`config.mk`:
```
export PLATFORM = sky130hd
export DESIGN_NAME = lfcs_top
export DESIGN_NICKNAME = d
export VERILOG_FILES = /design/src/rtl/lfcs_pkg.sv /design/src/rtl/lfcs_flag.sv /design/src/rtl/lfcs_srst.sv /design/src/rtl/lfcs_top.sv
export SDC_FILE = /design/constraint.sdc
export NUM_CORES = 1
export LEC_CHECK = 0
export CAP_MARGIN = 30
export CORE_MARGIN = 4
export CORE_UTILIZATION = 33
export CTS_CLUSTER_SIZE = 30
export DETAILED_ROUTE_END_ITERATION = 7
export PLACE_DENSITY = 0.95
export SETUP_SLACK_MARGIN = 0.3
export SLEW_MARGIN = 20
export SYNTH_ARGS = -nofsm -noshare
export SYNTH_HDL_FRONTEND = slang
export SYNTH_SLANG_ARGS = --single-unit
export TNS_END_PERCENT = 10
```
`constraint.sdc`:
```
create_clock -name clk -period 2.48 [get_ports clk]
set_input_delay 0.372 -clock clk [delete_from_list [all_inputs] [get_ports clk]]
set_output_delay 0.372 -clock clk [all_outputs]
set_load 0.02 [all_outputs]
```
`src/rtl/lfcs_pkg.sv`:
```
package lfcs_pkg;
  localparam int REG_W    = 32;
  localparam int N_LISTS  = 2;
  localparam int BIT_SRST = 0;
  localparam int BIT_LIST = 1;  // first list flag; list i sits at BIT_LIST+i

  // Upper bound on reset cycles for a given clock and time limit.
  function automatic int srst_limit(input int clk_mhz, input int max_us);
    return clk_mhz * max_us;
  endfunction

  function automatic int srst_len(input int req, input int lim);
    return (req > lim) ? lim : ((req < 1) ? 1 : req);
  endfunction

  // Flag value after one cycle of events; later terms win.
  function automatic logic flag_next(input logic cur, input logic clr_on_run,
                                     input logic hw_set, input logic sw_set);
    logic v;
    v = cur;
    if (clr_on_run) v = 1'b0;
    if (hw_set)     v = 1'b1;
    if (sw_set)     v = 1'b1;
    return v;
  endfunction
endpackage

```
`src/rtl/lfcs_flag.sv`:
```
module lfcs_flag (
  input  logic clk,
  input  logic rst_n,
  input  logic quiet_i,
  input  logic clr_i,
  input  logic sw_set_i,
  input  logic start_i,
  input  logic found_i,
  input  logic end_i,
  output logic flag_o,
  output logic run_o,
  output logic cont_o,
  output logic active_o
);
  logic flag_q, active_q, found_ok, flag_evt;

  assign run_o    = start_i & flag_q & ~quiet_i;
  assign found_ok = found_i & active_q & ~quiet_i;
  assign flag_evt = lfcs_pkg::flag_next(flag_q, run_o, found_ok, sw_set_i & ~quiet_i);
  assign cont_o   = end_i & active_q & ~quiet_i & flag_evt;

  always_ff @(posedge clk or negedge rst_n) begin
    if (!rst_n) begin
      flag_q   <= 1'b0;
      active_q <= 1'b0;
    end else if (clr_i) begin
      flag_q   <= 1'b0;
      active_q <= 1'b0;
    end else begin
      flag_q <= flag_evt;
      if (run_o)      active_q <= 1'b1;
      else if (end_i) active_q <= 1'b0;
    end
  end

  assign flag_o   = flag_q;
  assign active_o = active_q;
endmodule

```
`src/rtl/lfcs_srst.sv`:
```
module lfcs_srst #(
  parameter int LEN = 20
) (
  input  logic clk,
  input  logic rst_n,
  input  logic start_i,
  input  logic run_req_i,
  output logic busy_o,
  output logic suspend_o
);
  localparam int CW = $clog2(LEN + 1);
  localparam logic [CW-1:0] LOAD = CW'(LEN - 1);

  logic [CW-1:0] cnt_q;
  logic          busy_q, susp_q;

  always_ff @(posedge clk or negedge rst_n) begin
    if (!rst_n) begin
      cnt_q  <= '0;
      busy_q <= 1'b0;
      susp_q <= 1'b0;
    end else if (busy_q) begin
      if (cnt_q == '0) busy_q <= 1'b0;
      else             cnt_q  <= cnt_q - 1'b1;
    end else if (start_i) begin
      busy_q <= 1'b1;
      cnt_q  <= LOAD;
      susp_q <= 1'b1;
    end else if (run_req_i) begin
      susp_q <= 1'b0;
    end
  end

  assign busy_o    = busy_q;
  assign suspend_o = susp_q;
endmodule

```
`src/rtl/lfcs_top.sv`:
```
module lfcs_top #(
  parameter int CLK_MHZ    = 100,
  parameter int MAX_US     = 10,
  parameter int RST_CYCLES = 20
) (
  input  logic        clk,
  input  logic        rst_n,
  input  logic        csr_wr_i,
  input  logic [31:0] csr_wdata_i,
  output logic [31:0] csr_rdata_o,
  input  logic [1:0]  pass_start_i,
  input  logic [1:0]  desc_found_i,
  input  logic [1:0]  pass_end_i,
  input  logic        run_req_i,
  output logic [1:0]  pass_run_o,
  output logic [1:0]  pass_cont_o,
  output logic        srst_busy_o,
  output logic        suspend_o
);
  import lfcs_pkg::*;

  localparam int RST_LIMIT = srst_limit(CLK_MHZ, MAX_US);
  localparam int RST_EFF   = srst_len(RST_CYCLES, RST_LIMIT);

  logic                srst_start;
  logic                busy;
  logic [N_LISTS-1:0]  list_flag;
  logic [N_LISTS-1:0]  list_active;
  logic [N_LISTS-1:0]  sw_set;
  logic                unused_wbits;

  assign unused_wbits = ^csr_wdata_i[REG_W-1:BIT_LIST+N_LISTS];
  assign srst_start   = csr_wr_i & csr_wdata_i[BIT_SRST] & ~busy;

  lfcs_srst #(.LEN(RST_EFF)) u_srst (
    .clk       (clk),
    .rst_n     (rst_n),
    .start_i   (srst_start),
    .run_req_i (run_req_i),
    .busy_o    (busy),
    .suspend_o (suspend_o)
  );

  for (genvar g = 0; g < N_LISTS; g++) begin : g_list
    assign sw_set[g] = csr_wr_i & csr_wdata_i[BIT_LIST+g];
    lfcs_flag u_flag (
      .clk      (clk),
      .rst_n    (rst_n),
      .quiet_i  (busy),
      .clr_i    (srst_start | busy),
      .sw_set_i (sw_set[g]),
      .start_i  (pass_start_i[g]),
      .found_i  (desc_found_i[g]),
      .end_i    (pass_end_i[g]),
      .flag_o   (list_flag[g]),
      .run_o    (pass_run_o[g]),
      .cont_o   (pass_cont_o[g]),
      .active_o (list_active[g])
    );
  end

  always_comb begin
    csr_rdata_o = '0;
    csr_rdata_o[BIT_SRST] = busy;
    csr_rdata_o[BIT_LIST +: N_LISTS] = list_flag;
  end

  assign srst_busy_o = busy;
endmodule

```
==> impl_metrics.csv <==
group,metric,value,unit
outcome,status,"completed",
global_routing,grt_overflow,0,
yosys,synthCells,97,
floorplan,dieArea,3470,µm²
finish,final_nets,158,
floorplan,rows,18,
finish,final_area,968,µm²
cts,h-tree-depth,1,
worst_setup_path,critical_path.max_fanout,18,
pwr,cell_internal_pwr,0.452,mW
timing,maxSlewHeadroom,64.2,%
global_routing,antenna_found_initial,0,
worst_hold_path,hold_path.class,"input pin to asynchronous set/reset pin",
timing,finalHoldViolations,0,
timing,fmax,493,MHz
worst_setup_path,cp.required,2.11,ns
worst_setup_path,slowest_delay,0.71,ns
routing,wirelength,1.53,mm
worst_setup_path,cp_top_family,"buffers and inverters",
finish,final_common_cell,"conb_1",
routing,dr.pass1.iters,4,
routing,post-route-drc-count,0,
global_routing,grt_pass1_wl,2.36,mm
timing,maxSlewViolCount,0,
pwr,pwr_density_cell,790,nW/µm²
finish,layout-drive-gt1-share,5.26,%
global_routing,grt_max_degree,19,
yosys,synthDistinctLibCells,25,
pwr,pwr-share-comb,43.2,%
yosys,ys.warnings.count,0,
cts,cts_tree,"yes",
routing,ant_nets,0,
placed_design,io_buffers,21,
routing,drt_iter0_markers,9,
yosys,synth.top_cell.area_share,32.2,%
pwr,pwr-share-seq,41.4,%
finish,area_delta_synth_final,13.2,%
finish,final_cell_mix,"conb_1, clkdlybuf4s50_1, dfrtp_1",
routing,viasPerCell,4.38,
worst_setup_path,crit_slowest_cell,"clkdlybuf4s50_1",
cts,post-cts-setup-buffers,0,
cts,cts_made_buffers,3,
floorplan,die_y,58.9,µm
timing,finalCriticalPeriod,2.03,ns
timing,finClkSkew,0.00414,ns
floorplan,core_area,2480,µm²
floorplan,die_width,58.9,µm
global_routing,first_global_vias,590,
cts,cts_root_buf,"clkbuf_4",
timing,setup_viol,0,
worst_setup_path,worst-path-buf-inv,1,
pwr,p_leak,0.444,nW
yosys,ys_ff_latch,11,
placed_design,dpl_cell_area,941,µm²
worst_setup_path,rrSetupSlack,1.02,ns
worst_setup_path,startpoint_type,"flip-flop",
floorplan,start_util,34.5,%
floorplan,io_pins,80,
finish,num_antenna_cells,0,
pwr,p_switching,0.313,mW
run,drv_cap,0,
pwr,power,0.765,mW
yosys,ys_seq_area_share,32.2,%
finish,fin_cells,144,
timing,min_period_over_period,81.8,%
finish,nFillCells,248,
placed_design,dp_cells,140,
placed_design,place_hpwl,1.25,mm
timing,tightest_slew,0.538,ns
pwr,ir_worst_vdd,0.000291,V
yosys,synthTopCellsByArea,"dfrtp_1, buf_4, nand2_1",
global_routing,track_usage,8.95,%
cts,clk-insertion-delay-late,0.27,ns
yosys,yosys.area.top_type,"dfrtp_1",
cts,ctsLongestPathBuffers,2,
worst_setup_path,arrival,1.66,ns
routing,vias,630,
pwr,pwr-share-clk,15.4,%
cts,path_clk_slew,0.07,ns
pwr,netSwitchingFraction,40.9,%
timing,finalSetupTns,0,ns
worst_setup_path,worstSetupPathType,"flip-flop to output pin",
placed_design,gp_congestion,0.782,
yosys,synth.avg_cell_area,8.82,µm²
timing,rsz0062_at_grt,"false",
worst_setup_path,crit_chain,"clkdlybuf4s50_1",
routing,routedWlPerCell,10.6,µm
worst_setup_path,endpoint_kind,"output pin",
yosys,syn-cell-area,856,µm²
cts,clock-sinks,11,
## cell families (layout without fill, tap and decap cells)
| group | after synthesis | in the layout | synth area share (%) |
|---|---|---|---|
| muxes | 1 | 1 | 1.17 |
| DFF | 11 | 11 | 32.2 |
| adders and majority gates | 1 | 1 | 1.46 |
| AOI/OAI and AO/OA | 22 | 22 | 17.8 |
| buffers and inverters | 41 | 30 | 33.9 |
| other | 1 | 29 | 0.438 |
| and+or+nand+nor | 20 | 20 | 13.0 |
## metrics by stage
| step | util (%) | setup WS (ns) | hold WS, ns |
|---|---|---|---|
| finish | 39.1 | 0.450 | 0.437 |
| global route | 39.1 | 0.348 | 0.467 |
| CTS | 39.0 | 0.233 | 0.454 |
| detailed placement | 38.0 | 0.242 | 0.479 |
| global placement | 38.0 | 0.233 | 0.485 |
| floorplan | - | 1.07 | 0.0764 |
## worst register-to-register path, stage by stage, from the launching register on
cell	delay [ns]
dfrtp_1	0.37
inv_1	0.10
ha_1	0.21
nor4b_4	0.31
mux2i_1	0.23
a2bb2oi_1	0.16
## synthesized netlist by cell type (all sizes together)
library cell / n
a211oi: 2
a21oi: 5
a221oi: 2
a22oi: 2
a2bb2oi: 1
buf: 37
conb: 1
dfrtp: 11
ha: 1
inv: 4
mux2i: 1
nand2: 9
nand2b: 5
nor2: 3
nor2b: 1
nor3: 1
nor4b: 1
o2111ai: 1
o21ai: 5
o22a: 1
o2bb2ai: 1
o311ai: 1
o31ai: 1
## worst paths after layout
| path | from | end | cells past startpoint |
|---|---|---|---|
| min in group clk | u_srst.suspend_o | u_srst.suspend_o | 1 |
| max in group asynchronous | rst_n | u_srst.cnt_q[1] | 1 |
| worst min register to register | u_srst.suspend_o | u_srst.suspend_o | 1 |
| worst max register to register | u_srst.cnt_q[1] | u_srst.cnt_q[1] | 5 |
| worst min-delay path | rst_n | u_srst.suspend_o | 1 |
| worst max-delay path | u_srst.busy_o | srst_busy_o | 1 |
## registers in the layout (all words and copies together), names as in the netlist
register                flops
u_srst.cnt_q                5
u_srst.busy_o               1
g_list.u_flag.active_o      2
g_list.u_flag.flag_o        2
u_srst.suspend_o            1
## power groups by stage
stage	registers [mW]	clock network, mW	logic, mW
global route	0.328	0.133	0.374
finish	0.317	0.118	0.330
floorplan	0.309	0	0.276
CTS	0.316	0.122	0.334
global placement	0.316	0	0.319
detailed placement	0.319	0	0.332
## layer usage
| layer | track usage [%] | part of all wire [%] | vias to the layer above | wire length, µm |
|---|---|---|---|---|
| li1 | - | - | 301 | - |
| met1 | 10.2 | 38 | 296 | 575 |
| met2 | 14.4 | 48 | 31 | 734 |
| met3 | 4.39 | 13 | 2 | 200 |
| met4 | 3.56 | 1.1 | 0 | 17 |
| met5 | 0 | 0 | - | 0 |
## layout make-up
cell class                      count  area [µm²]  area share, %
Clock buffer                        4        26.3           2.71
Inverter                            4        15.0           1.55
Multi-Input combinational cell     73         395           40.8
Sequential cell                    11         275           28.4
Tap cell                           30        37.5           3.88
Timing Repair Buffer               22         219           22.6
## what timing repair did
action                                  in CTS  in global routing
resized for setup                            1                  1
endpoints found under the setup margin       2                  1
hold buffers                                 0                  0
Power figures use the tool's default switching activity.
